**src/rtl/vcc_pkg.sv**
```systemverilog
package vcc_pkg;

    typedef enum logic [1:0] {
        ST_IDLE  = 2'd0,
        ST_ARMED = 2'd1,
        ST_DONE  = 2'd2
    } run_state_e;

    typedef struct packed {
        logic rise_a;
        logic rise_b;
    } edge_pair_t;

    function automatic logic both_rise(edge_pair_t e);
        return e.rise_a & e.rise_b;
    endfunction

endpackage

```
**src/rtl/vcc_edge_det.sv**
```systemverilog
module vcc_edge_det #(
    parameter int SYNC_STAGES = 2
) (
    input  logic clk,
    input  logic rst,
    input  logic din,
    output logic rise
);
    localparam int LAST = SYNC_STAGES - 1;

    logic [SYNC_STAGES-1:0] chain;
    logic                   prev;

    generate
        if (SYNC_STAGES == 1) begin : g_one
            always_ff @(posedge clk) begin
                if (rst) chain <= '0;
                else     chain <= din;
            end
        end else begin : g_many
            always_ff @(posedge clk) begin
                if (rst) chain <= '0;
                else     chain <= {chain[SYNC_STAGES-2:0], din};
            end
        end
    endgenerate

    always_ff @(posedge clk) begin
        if (rst) prev <= 1'b0;
        else     prev <= chain[LAST];
    end

    assign rise = chain[LAST] & ~prev;

    // an input needs at least two samples per period, so two rises are never back to back
    p_rise_gap_r2: assert property (@(posedge clk) disable iff (rst) rise |=> !rise);

endmodule

```
**src/rtl/vcc_run_ctl.sv**
```systemverilog
module vcc_run_ctl
    import vcc_pkg::*;
#(
    parameter int CNT_W = 16
) (
    input  logic             clk,
    input  logic             rst,
    input  logic             start,
    input  edge_pair_t       edges,
    output logic             coin_pulse,
    output logic             done,
    output logic [CNT_W-1:0] count
);
    localparam logic [CNT_W-1:0] CNT_MAX = {CNT_W{1'b1}};

    run_state_e       state;
    logic [CNT_W-1:0] cnt;
    logic             pulse_q;

    function automatic logic [CNT_W-1:0] sat_inc(logic [CNT_W-1:0] v);
        return (v == CNT_MAX) ? v : v + 1'b1;
    endfunction

    always_ff @(posedge clk) begin
        if (rst) begin
            state   <= ST_IDLE;
            cnt     <= '0;
            pulse_q <= 1'b0;
        end else begin
            pulse_q <= 1'b0;
            if (start) begin
                state <= ST_ARMED;
                cnt   <= '0;
            end else if (state == ST_ARMED) begin
                if (edges.rise_a) cnt <= sat_inc(cnt);
                if (both_rise(edges)) begin
                    state   <= ST_DONE;
                    pulse_q <= 1'b1;
                end
            end
        end
    end

    assign coin_pulse = pulse_q;
    assign done       = (state == ST_DONE);
    assign count      = cnt;

    p_freeze_r5:    assert property (@(posedge clk) disable iff (rst) (done && !start) |=> ($stable(count) && done));
    p_no_wrap_r6:   assert property (@(posedge clk) disable iff (rst) (count == CNT_MAX && !start) |=> (count == CNT_MAX));
    p_start_clr_r7: assert property (@(posedge clk) disable iff (rst) start |=> (count == '0 && !done && !coin_pulse));
    p_pulse_one_r4: assert property (@(posedge clk) disable iff (rst) coin_pulse |=> !coin_pulse);
    p_pulse_done_r4: assert property (@(posedge clk) disable iff (rst) $rose(done) |-> coin_pulse);
    p_idle_r8:      assert property (@(posedge clk) disable iff (rst) (state == ST_IDLE) |=> (count == '0 || $past(start)));

endmodule

```
**src/rtl/vernier_coinc_counter.sv**
```systemverilog
module vernier_coinc_counter
    import vcc_pkg::*;
#(
    parameter int CNT_W       = 16,
    parameter int SYNC_STAGES = 2
) (
    input  logic             clk,
    input  logic             rst,
    input  logic             sig_a,
    input  logic             sig_b,
    input  logic             start,
    output logic             coin_pulse,
    output logic             done,
    output logic [CNT_W-1:0] count
);
    localparam int NCH = 2;

    logic [NCH-1:0] raw_in;
    logic [NCH-1:0] rise_v;
    edge_pair_t     edges;

    assign raw_in = {sig_b, sig_a};

    generate
        for (genvar i = 0; i < NCH; i++) begin : g_ch
            vcc_edge_det #(.SYNC_STAGES(SYNC_STAGES)) u_edge (
                .clk  (clk),
                .rst  (rst),
                .din  (raw_in[i]),
                .rise (rise_v[i])
            );
        end
    endgenerate

    assign edges.rise_a = rise_v[0];
    assign edges.rise_b = rise_v[1];

    vcc_run_ctl #(.CNT_W(CNT_W)) u_ctl (
        .clk        (clk),
        .rst        (rst),
        .start      (start),
        .edges      (edges),
        .coin_pulse (coin_pulse),
        .done       (done),
        .count      (count)
    );

    // nothing is flagged in the cycle after reset
    p_reset_r1: assert property (@(posedge clk) rst |=> (!done && !coin_pulse && count == '0));

endmodule

```
**config.mk**
```make
export PLATFORM = sky130hd
export DESIGN_NAME = vernier_coinc_counter
export DESIGN_NICKNAME = d
export VERILOG_FILES = /design/src/rtl/vcc_pkg.sv /design/src/rtl/vcc_edge_det.sv /design/src/rtl/vcc_run_ctl.sv /design/src/rtl/vernier_coinc_counter.sv
export SDC_FILE = /design/constraint.sdc
export NUM_CORES = 1
export LEC_CHECK = 0
export BUFFER_PORTS_ARGS = -buffer_cell sky130_fd_sc_hd__clkbuf_2
export CORE_ASPECT_RATIO = 1.1
export CORE_MARGIN = 4
export CORE_UTILIZATION = 56
export DETAILED_ROUTE_END_ITERATION = 8
export PLACE_DENSITY_LB_ADDON = 0.3
export SLEW_MARGIN = 20
export SYNTH_ARGS = -nofsm -noshare
export SYNTH_HDL_FRONTEND = slang
export SYNTH_SLANG_ARGS = --single-unit
```
**constraint.sdc**
```tcl
create_clock -name clk -period 3.7 [get_ports clk]
set_clock_uncertainty 0.15 [all_clocks]
set_input_delay 0.37 -clock clk [delete_from_list [all_inputs] [get_ports clk]]
set_output_delay 0.37 -clock clk [all_outputs]
set_load 0.005 [all_outputs]
```
==> reports/results.tsv, run 1 <==
stage	metric	value	unit
logic_synthesis	ys async rst share	0	%
finish	FF/Latch Area	500	µm²
sta	Tightest Pin Transition	0.798	ns
global_routing	met2 usage	40.0	%
drt	DRC	0	
drt	DRT Wirelength	2720	µm
clock_network	clock root buffer	clkbuf_4	
clock_network	Setup Buffers After CTS	0	
setup_path	Crit Reg-Reg Startpoint	u_ctl.count[0]$_SDFFE_PP0P_	
finish	final instance area	1270	µm²
die	IO Pins	23	
finish	Layout fillers	160	
global_routing	largest net degree at the start of global routing	16	
setup_path	Arrival @ worst endpoint	2.23	ns
pwr	VDD IR max	0.271	mV
clock_network	hold buffer count at cts	0	
sta	worst rel slew slack	46.3	%
drt	wire per inst	15.7	µm
logic_synthesis	Net Count, Synth	129	
setup_path	Reg2Reg Depth	5	
pwr	Internal Power	319	µW
pwr	Pleak	0.000455	µW
placed_design	post-place instance area	1240	µm²
sta	Setup TNS	0	ns
logic_synthesis	Top FF cell, synth	dfxtp_1	
clock_network	CTS Buf Count	3	
clock_network	Reg clk slew, reported paths	0.14	ns
pwr	Flop pwr share	66.8	%
pwr	Logic pwr share	3.3	%
clock_network	maximum clock path buffer count	2	
drt	drt first pass iters	4	
global_routing	Tot GR Track Use	22.8	%
global_routing	total gr overflow	0	
clock_network	clock latency on the worst-skew pair	0.31	ns
die	row count	16	
finish	Antenna Cells	0	
setup_path	reg2reg setup slack	1.58	ns
placed_design	PortBufs	22	
logic_synthesis	yosys warns	0	
logic_synthesis	Post-Syn Area per Cell	9.04	µm²
clock_network	TritonCTS clock tree	done	
flow_run	max cap viols	0	
global_routing	grt met3 use	4.90	%
finish	Multi-input gate area	593	µm²
global_routing	initial antenna violation count	0	
pwr	clock network fraction of design power	29.9	%
global_routing	Most Crowded Layer GR	met2	
run_status	status	completed	
die	DIE AREA	2760	µm²
setup_path	reg-to-reg critical path endpoint	u_ctl.count[14]$_SDFFE_PP0P_	
pwr	total power after layout	411	µW
sta	highest clock rate	471	MHz
clock_network	CTS resizes	0	
global_routing	first-pass GRT wire length	4810	µm
sta	final worst-path cycle share	57.3	%
global_routing	met1 Use GR	27.6	%
finish	area grow syn2layout	14.6	%
drt	Via Count	1097	
clock_network	Sinks on Clock Net	25	
placed_design	Post-DP HPWL	1950	µm
global_routing	vias in the first global route	1070	
logic_synthesis	post-synthesis sequential area ratio	45.0	%
min_path	hold path endpoint	g_ch[1].u_edge.chain[0]$_SDFF_PP0_	
setup_path	CP max stage delay	0.56	ns
die	chip width	50.5	µm
logic_synthesis	synthesized cell area	1110	µm²
min_path	Worst Hold Depth	2	
die	Starting Density	60.4	%
sta	Tmin final	2.12	ns
sta	max-slew violation count	0	
logic_synthesis	Gate Count Post-Synth	123	
placed_design	RD Place Congestion	0.807	
clock_network	htree depth	1	
sta	Fin. Hold Viols	0	
pwr	Net Sw Frac	22.3	%
pwr	pwr/cell area	322	nW/µm²
drt	count of antenna-violating nets left after detailed routing	0	
logic_synthesis	Netlist cell types	35	
drt	Detailed Route Iter0 Violations	20	
finish	post-layout net count	153	
logic_synthesis	number of flops mapped to enable cells by yosys	0	
sta	RSZ-0062 raised after global routing	no	
setup_path	critical path cell sequence	ha_1 -> nand3_1 -> or4b_4 -> or3_1 -> a21oi_1	
finish	layout cells sized above 1	24.0	%
logic_synthesis	Seq cells post-synth	25	
drt	drt via density	6.34	
setup_path	CP Class	reg2reg	
die	Die Y	54.7	µm
sta	# setup viols final	0	
setup_path	CP Capture Type	register	
setup_path	Worst EP required	3.81	ns
min_path	min-delay src	sig_b	
setup_path	worst-path fanout max	7	
min_path	Min-Delay Path Class	in2reg	
setup_path	startpoint types	register	
pwr	Sw Pwr	91.7	µW
setup_path	slowest stage cell on the critical path	or4b_4	
die	core area	1840	µm²
==> worst max-delay path, delay by kind of cell, from the launching register on <==
kind | cells | cell delay [ns]
compound gates | 1 | 0.14
fa+ha+maj | 1 | 0.23
flops | 1 | 0.45
simple gates | 3 | 1.11
==> flip-flops by register name, indices dropped and copies added, names as in the netlist <==
| name | flops |
|---|---|
| u_ctl.state | 2 |
| g_ch.u_edge.prev | 2 |
| u_ctl.count | 16 |
| g_ch.u_edge.chain | 4 |
| u_ctl.coin_pulse | 1 |
==> metal layers <==
layer | wire length (µm) | up-vias
met3 | 243 | 2
li1 | - | 522
met1 | 1100 | 517
met2 | 1360 | 56
met4 | 12 | 0
met5 | 0 | -
==> through the flow <==
| stage | hold slack, ns | std cells | utilization (%) | setup WS [ns] |
|---|---|---|---|---|
| 3_3_place_gp | 0.271 | 169 | 67.6 | 1.71 |
| 4_1_cts | 0.0947 | 173 | 69.2 | 1.59 |
| 6_report | 0.105 | 173 | 69.2 | 1.58 |
| 2_1_floorplan | 0.264 | 123 | - | 1.76 |
| 5_1_grt | 0.112 | 173 | 69.2 | 1.38 |
| 3_5_place_dp | 0.278 | 169 | 67.6 | 1.63 |
==> layout make-up <==
| cell class | instances | share of cell area, % |
|---|---|---|
| clock inverters | 1 | 0.589 |
| repair buffers | 22 | 8.64 |
| flip-flops and latches | 25 | 39.3 |
| inverters | 2 | 0.589 |
| multi-input cells | 93 | 46.5 |
| clock buffers | 3 | 1.77 |
| well taps | 27 | 2.65 |
==> synthesized netlist by cell type (2+ instances only) <==
master / count / share of area [%]
dfxtp_1: 25 / 45
a21oi_1: 11 / 4.9
nor2b_1: 7 / 3.9
nand2_1: 6 / 2.0
nand4_1: 6 / 3.4
nor2_1: 6 / 2.0
o21ai_0: 6 / 2.7
or3_1: 6 / 3.4
nand3_1: 5 / 2.2
nor3_1: 4 / 1.8
o31ai_1: 4 / 2.7
clkbuf_1: 3 / 1.0
nor4_1: 3 / 1.7
or4_1: 3 / 2.0
a31oi_1: 2 / 1.1
and3_1: 2 / 1.1
inv_1: 2 / 0.68
o311ai_0: 2 / 1.6
o41ai_1: 2 / 1.6
or2_2: 2 / 1.1
or4_2: 2 / 1.6
==> worst max-delay path by stage <==
stage | from | to | slack [ns] | cells after the start
floorplan | u_ctl.count[0]$_SDFFE_PP0P_ | u_ctl.count[14]$_SDFFE_PP0P_ | 1.76 | 5
global placement | u_ctl.count[0]$_SDFFE_PP0P_ | u_ctl.count[14]$_SDFFE_PP0P_ | 1.71 | 5
detailed placement | u_ctl.count[0]$_SDFFE_PP0P_ | u_ctl.count[14]$_SDFFE_PP0P_ | 1.63 | 5
CTS | u_ctl.count[0]$_SDFFE_PP0P_ | u_ctl.count[14]$_SDFFE_PP0P_ | 1.59 | 5
global route | u_ctl.count[0]$_SDFFE_PP0P_ | u_ctl.count[7]$_SDFFE_PP0P_ | 1.38 | 5
finish | u_ctl.count[0]$_SDFFE_PP0P_ | u_ctl.count[14]$_SDFFE_PP0P_ | 1.58 | 5
==> power by group through the flow <==
stage               combinational (µW)  sequential (µW)  clock (µW)
floorplan                         8.71              280           0
global placement                  12.9              280           0
detailed placement                13.3              280           0
CTS                               13.3              275         127
global route                      15.3              275         136
finish                            13.4              275         123
==> layout by cell type (no fill, tap or decap), types with 2 or more instances in the layout <==
master and count:
inv_1 2, nor3_1 4, clkbuf_4 3, or2_2 2, or4_1 3, or3_1 6
or4_2 2, nor2_1 6, o41ai_1 2, clkbuf_2 22, and3_1 2, dfxtp_1 25
nor4_1 3, nand4_1 6, o31ai_1 4, a31oi_1 2, nand2_1 6, o21ai_0 6
a21oi_1 11, nand3_1 5, o311ai_0 2, nor2b_1 7
==> logic make-up after synthesis <==
logic type,synth area share (%)
AND/OR/NAND/NOR,33.2
AO/OA/AOI/OAI,19.0
flip-flops,45.0
buffers and inverters,1.69
adder cells (fa/ha/maj),1.12
Note: power is estimated with default switching activity, not from simulation.
==> run 2, diff against run 1 <==
Settings changed: ABC_AREA set to 1, CORE_UTILIZATION 56 to 54.
Clock period 3.7 ns to 2.1 ns, I/O delays scaled along.
==> reports/results.tsv, run 2 <==
stage	metric	value	unit
pwr	clock network fraction of design power	29.3	%
setup_path	Arrival @ worst endpoint	1.90	ns
setup_path	CP Capture Type	register	
pwr	Logic pwr share	7.0	%
pwr	Flop pwr share	63.7	%
setup_path	CP max stage delay	0.55	ns
logic_synthesis	most common cell in the synthesized netlist	nand2_1	
drt	wire per inst	9.95	µm
drt	DRC	0	
global_routing	total gr overflow	0	
drt	Via Count	1243	
finish	commonest cells after routing, fill and taps aside	45 x nand2_1, 43 x nor2_1, 37 x inv_1	
clock_network	clock latency on the worst-skew pair	0.32	ns
die	row count	18	
sta	final worst slack	0.275	ns
die	IO Pins	23	
sta	RSZ-0062 raised after global routing	no	
logic_synthesis	post-synthesis sequential area ratio	38.6	%
sta	Setup TNS	0	ns
logic_synthesis	yosys warns	0	
clock_network	CTS Buf Count	3	
die	Die Y	59.4	µm
setup_path	reg2reg setup slack	0.27	ns
logic_synthesis	Seq cells post-synth	25	
min_path	Min-Delay Path Class	reg2reg	
flow_run	max cap viols	0	
logic_synthesis	commonest cells in the synthesized netlist	45 x nand2_1, 43 x nor2_1, 37 x inv_1	
setup_path	startpoint types	register	
drt	drt first pass iters	4	
setup_path	CP Class	reg2reg	
sta	max-slew violation count	0	
clock_network	Reg clk slew, reported paths	0.14	ns
setup_path	Crit Reg-Reg Startpoint	u_ctl.state[1]$_SDFFE_PP0P_	
finish	layout cells sized above 1	17.8	%
global_routing	vias in the first global route	1113	
die	DIE AREA	3250	µm²
logic_synthesis	Net Count, Synth	205	
finish	Largest register FFs	16	
finish	Layout fillers	212	
placed_design	Place WS	0.418	ns
sta	Tmin final	1.83	ns
setup_path	Reg2Reg Depth	7	
placed_design	PortBufs	22	
pwr	pwr/cell area	500	nW/µm²
setup_path	Worst setup endpoint	u_ctl.state[0]$_SDFFE_PP0P_	
pwr	Pleak	0.000724	µW
global_routing	Tot GR Track Use	18.8	%
clock_network	htree depth	1	
global_routing	largest net degree at the start of global routing	18	
sta	Tightest Pin Transition	0.415	ns
drt	DRT Wirelength	2590	µm
logic_synthesis	Top FF cell, synth	dfxtp_1	
pwr	Internal Power	577	µW
finish	Antenna Cells	0	
pwr	Sw Pwr	184	µW
min_path	Worst Hold Depth	2	
placed_design	Post-DP HPWL	1850	µm
setup_path	Worst EP required	2.18	ns
placed_design	placed cell count	249	
finish	Cell Count, Final, Fillers Out	260	
clock_network	maximum clock path buffer count	2	
clock_network	TritonCTS clock tree	done	
drt	Detailed Route Iter0 Violations	14	
setup_path	critical path cell sequence	inv_1 -> nand2_1 -> inv_1 -> nand3_1 -> a21oi_1 -> nor2_1 -> dlygate4sd3_1	
pwr	VDD IR max	0.466	mV
global_routing	first-pass GRT wire length	4550	µm
drt	drt via density	4.78	
setup_path	slowest stage cell on the critical path	dlygate4sd3_1	
finish	final instance area	1520	µm²
logic_synthesis	Synth area leaders	dfxtp_1 39%, nand2_1 13%, nor2_1 12%	
die	chip width	54.7	µm
drt	count of antenna-violating nets left after detailed routing	0	
sta	highest clock rate	548	MHz
sta	final worst-path cycle share	86.9	%
logic_synthesis	Synth top area share	38.6	%
setup_path	worst-path fanout max	4	
logic_synthesis	Post-Syn Area per Cell	6.51	µm²
logic_synthesis	number of flops mapped to enable cells by yosys	0	
die	Starting Density	56.9	%
clock_network	Sinks on Clock Net	25	
logic_synthesis	ys async rst share	0	%
finish	area grow syn2layout	17.4	%
placed_design	post-place instance area	1420	µm²
logic_synthesis	Gate Count Post-Synth	199	
setup_path	most used cell, CP	inv_1	
finish	commonest non-fill, non-tap cell in the layout	nand2_1	
global_routing	initial antenna violation count	0	
sta	worst rel slew slack	72.3	%
run_status	status	completed	
logic_synthesis	post-synth top area cell	dfxtp_1	
finish	post-layout net count	237	
logic_synthesis	Netlist cell types	17	
die	core area	2270	µm²
pwr	Net Sw Frac	24.2	%
setup_path	critical path launch point	u_ctl.state[1]$_SDFFE_PP0P_	
placed_design	RD Place Congestion	0.822	
sta	# setup viols final	0	
setup_path	reg-to-reg critical path endpoint	u_ctl.state[0]$_SDFFE_PP0P_	
sta	Fin. Hold Viols	0	
clock_network	clock root buffer	clkbuf_4	
logic_synthesis	synthesized cell area	1290	µm²
finish	post-layout util	66.8	%
[run 2: stage by stage]
stage	total power (µW)	hold slack (ns)
3_3_place_gp	536	0.241
6_report	761	0.264
5_1_grt	793	0.281
2_1_floorplan	528	0.167
3_5_place_dp	537	0.248
4_1_cts	773	0.268
[run 2: logic make-up after synthesis]
logic type	Yosys count	share of synthesized area, %
XOR/XNOR	2	1.35
AO/OA/AOI/OAI	8	3.09
flip-flops	25	38.6
AND/OR/NAND/NOR	123	42.9
buffers and inverters	40	13.0
adder cells (fa/ha/maj)	1	0.966
[run 2: how the worst min path moves through the flow]
stage | start | to | slack, ns
2_1_floorplan | sig_a | g_ch[0].u_edge.chain[0]$_SDFF_PP0_ | 0.17
3_3_place_gp | g_ch[1].u_edge.chain[0]$_SDFF_PP0_ | g_ch[1].u_edge.chain[1]$_SDFF_PP0_ | 0.24
3_5_place_dp | g_ch[1].u_edge.chain[0]$_SDFF_PP0_ | g_ch[1].u_edge.chain[1]$_SDFF_PP0_ | 0.25
4_1_cts | g_ch[1].u_edge.chain[0]$_SDFF_PP0_ | g_ch[1].u_edge.chain[1]$_SDFF_PP0_ | 0.27
5_1_grt | g_ch[1].u_edge.chain[0]$_SDFF_PP0_ | g_ch[1].u_edge.chain[1]$_SDFF_PP0_ | 0.28
6_report | g_ch[1].u_edge.chain[0]$_SDFF_PP0_ | g_ch[1].u_edge.chain[1]$_SDFF_PP0_ | 0.26
[run 2: timing repair]
action                                 4_1_cts  5_1_grt
setup buffers                                0        0
endpoints found under the hold margin        7        0
setup endpoints to repair                    0        0
hold buffers                                 7        0
gates resized for setup                      0        0
[run 2: critical path: cells and delay by family (launching register included)]
kind                   cells  cell delay [ns]
AND/OR/NAND/NOR            3             0.30
buffers and inverters      3             0.79
flip-flops                 1             0.33
AO/OA/AOI/OAI              1             0.16
[run 2: power by group through the flow]
stage                     Combinational, µW  Sequential (µW)  Clock, µW
after CTS                              52.4              485        236
after global routing                   61.5              486        246
after detailed placement               41.8              495          0
after global placement                 41.3              495          0
after floorplan                        34.0              494          0
final                                  53.3              484        223
[run 2: routing by layer]
metal	routed length, µm	GRT usage, %
met5	0	0
met4	45	8.19
met3	131	2.52
met2	1310	32.1
met1	1100	22.9
[run 2: cell type report]
class | count | area [µm²] | share of cell area [%]
Timing Repair Buffer | 30 | 188 | 12.3
Clock buffer | 3 | 22.5 | 1.48
Tap cell | 30 | 37.5 | 2.47
Multi-Input combinational cell | 134 | 626 | 41.2
Inverter | 37 | 139 | 9.14
Clock inverter | 1 | 7.51 | 0.494
Sequential cell | 25 | 500 | 32.9
